`src/rtl/bank_shadow_pkg.sv`:
```
package bank_shadow_pkg;
  localparam int ADDR_W     = 16;
  localparam int OFS_CFG    = 0;
  localparam int OFS_PRE0   = 1;
  localparam int OFS_RAMCFG = 6;
  localparam int OFS_ZPH    = 8;
  localparam int OFS_SPH    = 10;

  // size of the common area in bytes for a 2-bit size code
  function automatic logic [16:0] common_size(input logic [1:0] code);
    logic [4:0] sh;
    sh = (code == 2'd0) ? 5'd10 : 5'd11 + {3'd0, code};
    return 17'd1 << sh;
  endfunction

  // address lies in an enabled bottom or top shared area
  function automatic logic common_hit(input logic [ADDR_W-1:0] a, input logic [3:0] setup);
    logic [16:0] sz;
    sz = common_size(setup[1:0]);
    return (setup[2] && ({1'b0, a} < sz)) ||
           (setup[3] && ({1'b0, a} >= (17'h10000 - sz)));
  endfunction
endpackage

```
`src/rtl/bank_shadow_regs.sv`:
```
module bank_shadow_regs
  import bank_shadow_pkg::*;
#(
  parameter int BANK_W = 2,
  parameter int N_PRE  = 4,
  localparam int LDW   = $clog2(N_PRE)
) (
  input  logic                           clk,
  input  logic                           rst_n,
  input  logic                           wr_en,
  input  logic                           io_hit,
  input  logic                           ff_hit,
  input  logic [4:0]                     ofs,
  input  logic [7:0]                     ff_ofs,
  input  logic [7:0]                     wdata,
  output logic [BANK_W-1:0]              cfg_q,
  output logic [N_PRE-1:0][BANK_W-1:0]   pre_q,
  output logic [BANK_W-1:0]              vid_q,
  output logic [3:0]                     com_q,
  output logic [BANK_W-1:0]              zp_q,
  output logic [BANK_W-1:0]              sp_q,
  output logic                           pre_wr,
  output logic                           ld_wr,
  output logic [LDW-1:0]                 ld_idx,
  output logic [7:0]                     rd_data
);
  logic             cfg_wr;
  logic [N_PRE-1:0] pre_we;

  assign cfg_wr = wr_en && ((io_hit && ofs == 5'(OFS_CFG)) || (ff_hit && ff_ofs == 8'd0));
  assign ld_wr  = wr_en && ff_hit && (ff_ofs != 8'd0);
  assign ld_idx = LDW'(ff_ofs - 8'd1);

  for (genvar i = 0; i < N_PRE; i++) begin : g_pre_we
    assign pre_we[i] = wr_en && io_hit && (ofs == 5'(OFS_PRE0 + i));
  end
  assign pre_wr = |pre_we;

  always_ff @(posedge clk or negedge rst_n) begin
    if (!rst_n) begin
      cfg_q <= '0;
      pre_q <= '0;
      vid_q <= '0;
      com_q <= '0;
      zp_q  <= '0;
      sp_q  <= '0;
    end else begin
      if (cfg_wr)     cfg_q <= wdata[7 -: BANK_W];
      else if (ld_wr) cfg_q <= pre_q[ld_idx];
      for (int i = 0; i < N_PRE; i++)
        if (pre_we[i]) pre_q[i] <= wdata[7 -: BANK_W];
      if (wr_en && io_hit && ofs == 5'(OFS_RAMCFG)) begin
        vid_q <= wdata[7 -: BANK_W];
        com_q <= wdata[3:0];
      end
      if (wr_en && io_hit && ofs == 5'(OFS_ZPH)) zp_q <= wdata[BANK_W-1:0];
      if (wr_en && io_hit && ofs == 5'(OFS_SPH)) sp_q <= wdata[BANK_W-1:0];
    end
  end

  always_comb begin
    rd_data = '0;
    if (io_hit) begin
      if (ofs == 5'(OFS_CFG))
        rd_data[7 -: BANK_W] = cfg_q;
      else if (ofs >= 5'(OFS_PRE0) && ofs < 5'(OFS_PRE0 + N_PRE))
        rd_data[7 -: BANK_W] = pre_q[LDW'(ofs - 5'(OFS_PRE0))];
      else if (ofs == 5'(OFS_RAMCFG)) begin
        rd_data[7 -: BANK_W] = vid_q;
        rd_data[3:0]         = com_q;
      end else if (ofs == 5'(OFS_ZPH))
        rd_data[BANK_W-1:0] = zp_q;
      else if (ofs == 5'(OFS_SPH))
        rd_data[BANK_W-1:0] = sp_q;
    end else if (ff_hit && ff_ofs == 8'd0) begin
      rd_data[7 -: BANK_W] = cfg_q;
    end
  end
endmodule

```
`src/rtl/bank_shadow_pick.sv`:
```
module bank_shadow_pick
  import bank_shadow_pkg::*;
#(
  parameter int BANK_W = 2
) (
  input  logic              cpu_own,
  input  logic              ram_req,
  input  logic [ADDR_W-1:0] addr,
  input  logic [BANK_W-1:0] cfg,
  input  logic [BANK_W-1:0] vid,
  input  logic [BANK_W-1:0] zp,
  input  logic [BANK_W-1:0] sp,
  input  logic [3:0]        com,
  output logic              zp_use,
  output logic              sp_use,
  output logic              com_use,
  output logic [BANK_W:0]   dec_sel
);
  logic [BANK_W-1:0] bank;

  assign zp_use  = cpu_own && addr[15:8] == 8'h00;
  assign sp_use  = cpu_own && addr[15:8] == 8'h01;
  assign com_use = cpu_own && !zp_use && !sp_use && common_hit(addr, com);

  always_comb begin
    if (!cpu_own)     bank = vid;
    else if (zp_use)  bank = zp;
    else if (sp_use)  bank = sp;
    else if (com_use) bank = '0;
    else              bank = cfg;
    dec_sel = ram_req ? {1'b1, bank} : '0;
  end
endmodule

```
`src/rtl/bank_shadow.sv`:
```
module bank_shadow
  import bank_shadow_pkg::*;
#(
  parameter int BANK_W = 2,
  parameter int N_PRE  = 4,
  localparam int LDW   = $clog2(N_PRE)
) (
  input  logic              clk,
  input  logic              rst_n,
  input  logic [15:0]       cpu_addr,
  input  logic [7:0]        cpu_wdata,
  input  logic              cpu_we,
  input  logic              io_sel,
  input  logic              phi0,
  input  logic              aec,
  input  logic              ram_req,
  output logic [BANK_W:0]   dec_sel,
  output logic [7:0]        rd_data
);
  logic                         cpu_own, wr_en, ff_hit;
  logic [BANK_W-1:0]            cfg_q, vid_q, zp_q, sp_q;
  logic [N_PRE-1:0][BANK_W-1:0] pre_q;
  logic [3:0]                   com_q;
  logic                         pre_wr, ld_wr;
  logic [LDW-1:0]               ld_idx;
  logic                         zp_use, sp_use, com_use;

  assign cpu_own = phi0 && aec;
  assign wr_en   = cpu_we && cpu_own;
  assign ff_hit  = !io_sel && cpu_addr[15:8] == 8'hFF && cpu_addr[7:0] <= 8'(N_PRE);

  bank_shadow_regs #(.BANK_W(BANK_W), .N_PRE(N_PRE)) u_regs (
    .clk(clk), .rst_n(rst_n), .wr_en(wr_en), .io_hit(io_sel), .ff_hit(ff_hit),
    .ofs(cpu_addr[4:0]), .ff_ofs(cpu_addr[7:0]), .wdata(cpu_wdata),
    .cfg_q(cfg_q), .pre_q(pre_q), .vid_q(vid_q), .com_q(com_q), .zp_q(zp_q), .sp_q(sp_q),
    .pre_wr(pre_wr), .ld_wr(ld_wr), .ld_idx(ld_idx), .rd_data(rd_data)
  );

  bank_shadow_pick #(.BANK_W(BANK_W)) u_pick (
    .cpu_own(cpu_own), .ram_req(ram_req), .addr(cpu_addr),
    .cfg(cfg_q), .vid(vid_q), .zp(zp_q), .sp(sp_q), .com(com_q),
    .zp_use(zp_use), .sp_use(sp_use), .com_use(com_use), .dec_sel(dec_sel)
  );
endmodule

```
`config.mk`:
```
export PLATFORM = sky130hd
export DESIGN_NAME = bank_shadow
export DESIGN_NICKNAME = d
export VERILOG_FILES = /design/src/rtl/bank_shadow_pkg.sv /design/src/rtl/bank_shadow_regs.sv /design/src/rtl/bank_shadow_pick.sv /design/src/rtl/bank_shadow.sv
export SDC_FILE = /design/constraint.sdc
export NUM_CORES = 1
export LEC_CHECK = 0
export ABC_AREA = 1
export CORE_MARGIN = 2
export CORE_UTILIZATION = 50
export CTS_CLUSTER_SIZE = 28
export DETAILED_ROUTE_END_ITERATION = 8
export DONT_BUFFER_PORTS = 1
export GPL_TIMING_DRIVEN = 0
export HOLD_SLACK_MARGIN = 0.12
export PLACE_DENSITY_LB_ADDON = 0.1
export SYNTH_ARGS = -nofsm -noshare
export SYNTH_HDL_FRONTEND = slang
export SYNTH_HIERARCHICAL = 1
export SYNTH_SLANG_ARGS = --single-unit
```
`constraint.sdc`:
```
create_clock -name clk -period 5.83 [get_ports clk]
set_input_delay 0.583 -clock clk [delete_from_list [all_inputs] [get_ports clk]]
set_output_delay 0.583 -clock clk [all_outputs]
set_load 0.05 [all_outputs]
```
==> results.yml <==
global_route:
  track_usage: 0.216
  grtUsageMet1: 0.318
  grt_pass1_vias: 1892
  grt_use_met3: 0.0291
  grt_max_degree: 21
  grt_pass1_wl_um: 8680
  overflow: 0
  top_usage_layer: "met2"
  antenna_found_initial: 0
  use_met2: 0.329
timing:
  maxSlewViolCount: 0
  fin_tns_setup_ns: 0
  hold_viol: 0
  max_slew_margin: 0.282
  max_freq_mhz: 276
  fin_crit_ns: 3.62
  setup_violations: 0
  tightest_slew_ns: 1.08
  clock-skew-final_ns: 0.00133
  rsz0062_at_grt: "no"
  period_share: 0.622
worst_setup_path:
  critPathMaxFanout: 8
  end_kind: "output pin"
  cp_slowest_cell: "a21oi_1"
  reg2regPathDepth: 6
  worst_setup_path_start_kind: "flop"
  worstPathCellList: "inv_1 > ha_1 > nor3_1 > inv_1 > ha_1 > and3_1 > nand2_1 > nand2_1 > nand2_1 > a21oi_1"
  cp_common_cell: "nand2_1"
  critical_path_class: "flop to output pin"
  max_stage_delay_ns: 0.82
  critPathArrivalTime_ns: 3.04
  crit_required_ns: 5.25
clock_network:
  cts_buffers: 3
  clk_latency_ns: 0.26
  ctsRootBufferMaster: "clkbuf_8"
  clock-sinks: 20
  cts_setup_buffers: 0
  cts_tree: "yes"
  cts.clk_slew.worst_paths_ns: 0.07
  h-tree-depth: 1
  post_cts_resized: 0
  clk_path_buf_depth: 2
placement:
  place_congestion: 0.832
  port_buffers: 0
  hpwlAfterDp_um: 4040
  placed_area_um2: 2240
job:
  max_cap_violations: 0
pwr:
  powerDensity_nw_per_um2: 144
  max-vdd-ir-drop_v: 0.000130
  power_leakage_nw: 1.28
cells_and_area:
  diodes: 0
  synthToLayoutAreaGrowth_pct: 5.90
  final_cell_area_um2: 2290
  fin_nets: 416
  drive_above_1_share: 0.0868
floorplan:
  initial_core_util: 0.529
  die_area_um2: 4870
  fp-row-count: 23
  fp.dieH_um: 69.8
  fp.dieW_um: 69.8
  io_pins: 42
  core_area_um2: 4090
hold_path:
  min_path_type: "input pin to flop"
  whs_path_depth: 2
routing:
  viasPerCell: 5.06
  totalWireLength_um: 4920
  dr.pass1.iters: 4
  drtIter0Drc: 114
  drtAntennaViolNets: 0
  remaining_drc_errors: 0
  vias: 2061
  wl_per_cell_um: 12.1
synthesis:
  syn_avg_cell_area_um2: 6.15
  syn_inst: 352
  syn-cell-area_um2: 2160
  synth_warnings: 6
run_status:
  status: "complete, no violations"
path summary, 6_finish.rpt:
path | from | endpoint | slack [ns]
hold reg to reg | u_regs/com_q[3] | u_regs/com_q[3] | 0.52
hold / removal | cpu_wdata[7] | u_regs/cfg_q[1] | 0.46
max in group asynchronous | rst_n | u_regs/com_q[1] | 4.36
setup / recovery | u_regs/com_q[1] | dec_sel[1] | 2.21
min in group asynchronous | rst_n | u_regs/pre_q[5] | 0.90
setup reg to reg | u_regs/pre_q[7] | u_regs/cfg_q[1] | 4.90
power by group:
| group | total, mW | leakage [nW] | switching, mW | internal [mW] |
|---|---|---|---|---|
| registers | 0.152 | 0.276 | 0.00716 | 0.145 |
| clock network | 0.0912 | 0.0216 | 0.0452 | 0.0461 |
| logic | 0.0871 | 0.981 | 0.0564 | 0.0307 |
layout make-up:
type | count | area, um2
Buffer | 3 | 22.5
Sequential cell | 20 | 500
Clock buffer | 3 | 41.3
Timing Repair Buffer | 1 | 10.0
Multi-Input combinational cell | 267 | 1410
Fill cell | 421 | 1800
Inverter | 63 | 240
Tap cell | 50 | 62.6
what timing repair did:
item                       in CTS  in global routing
hold buffers                    1                  0
hold endpoints to repair       20                  0
setup endpoints to repair       0                  0
registers in the layout, summed over array words and instances (netlist names):
register,count
u_regs/cfg_q,2
u_regs/vid_q,2
u_regs/sp_q,2
u_regs/pre_q,8
u_regs/com_q,4
u_regs/zp_q,2
worst max-delay path, delay by kind of cell, from the launching register on:
kind / cells / cell delay, ns
simple gates: 5 / 0.58
flops: 1 / 0.52
compound gates: 1 / 0.82
buf+inv: 2 / 0.23
fa+ha+maj: 2 / 0.62
through the flow:
| step | instances | hold slack, ns | power (mW) | utilization | worst slack (ns) |
|---|---|---|---|---|---|
| floorplan | 353 | 0.287 | 0.224 | - | 2.77 |
| global placement | 403 | 0.288 | 0.237 | 0.546 | 2.49 |
| detailed placement | 403 | 0.288 | 0.239 | 0.548 | 2.43 |
| CTS | 407 | 0.461 | 0.334 | 0.561 | 2.14 |
| global route | 407 | 0.475 | 0.352 | 0.561 | 1.94 |
| finish | 407 | 0.463 | 0.331 | 0.561 | 2.21 |
metal layers:
metal / wire (um) / up-vias
li1: - / 1090
met1: 2470 / 905
met2: 2110 / 59
met3: 276 / 7
met4: 62 / 0
met5: 0 / -
cell usage in the layout (no fill, tap or decap), drive strengths merged:
cell	instances
nand4	2
dlygate4sd3	1
and3	1
conb	2
nor2	43
clkbuf	3
o21ai	19
dfrtp	20
clkinv	1
nand2	127
nand3b	1
ha	26
xor2	1
a31oi	1
nor3	5
or2	2
nand3	31
a21oi	6
inv	62
buf	3
Power figures use the tool's default switching activity.
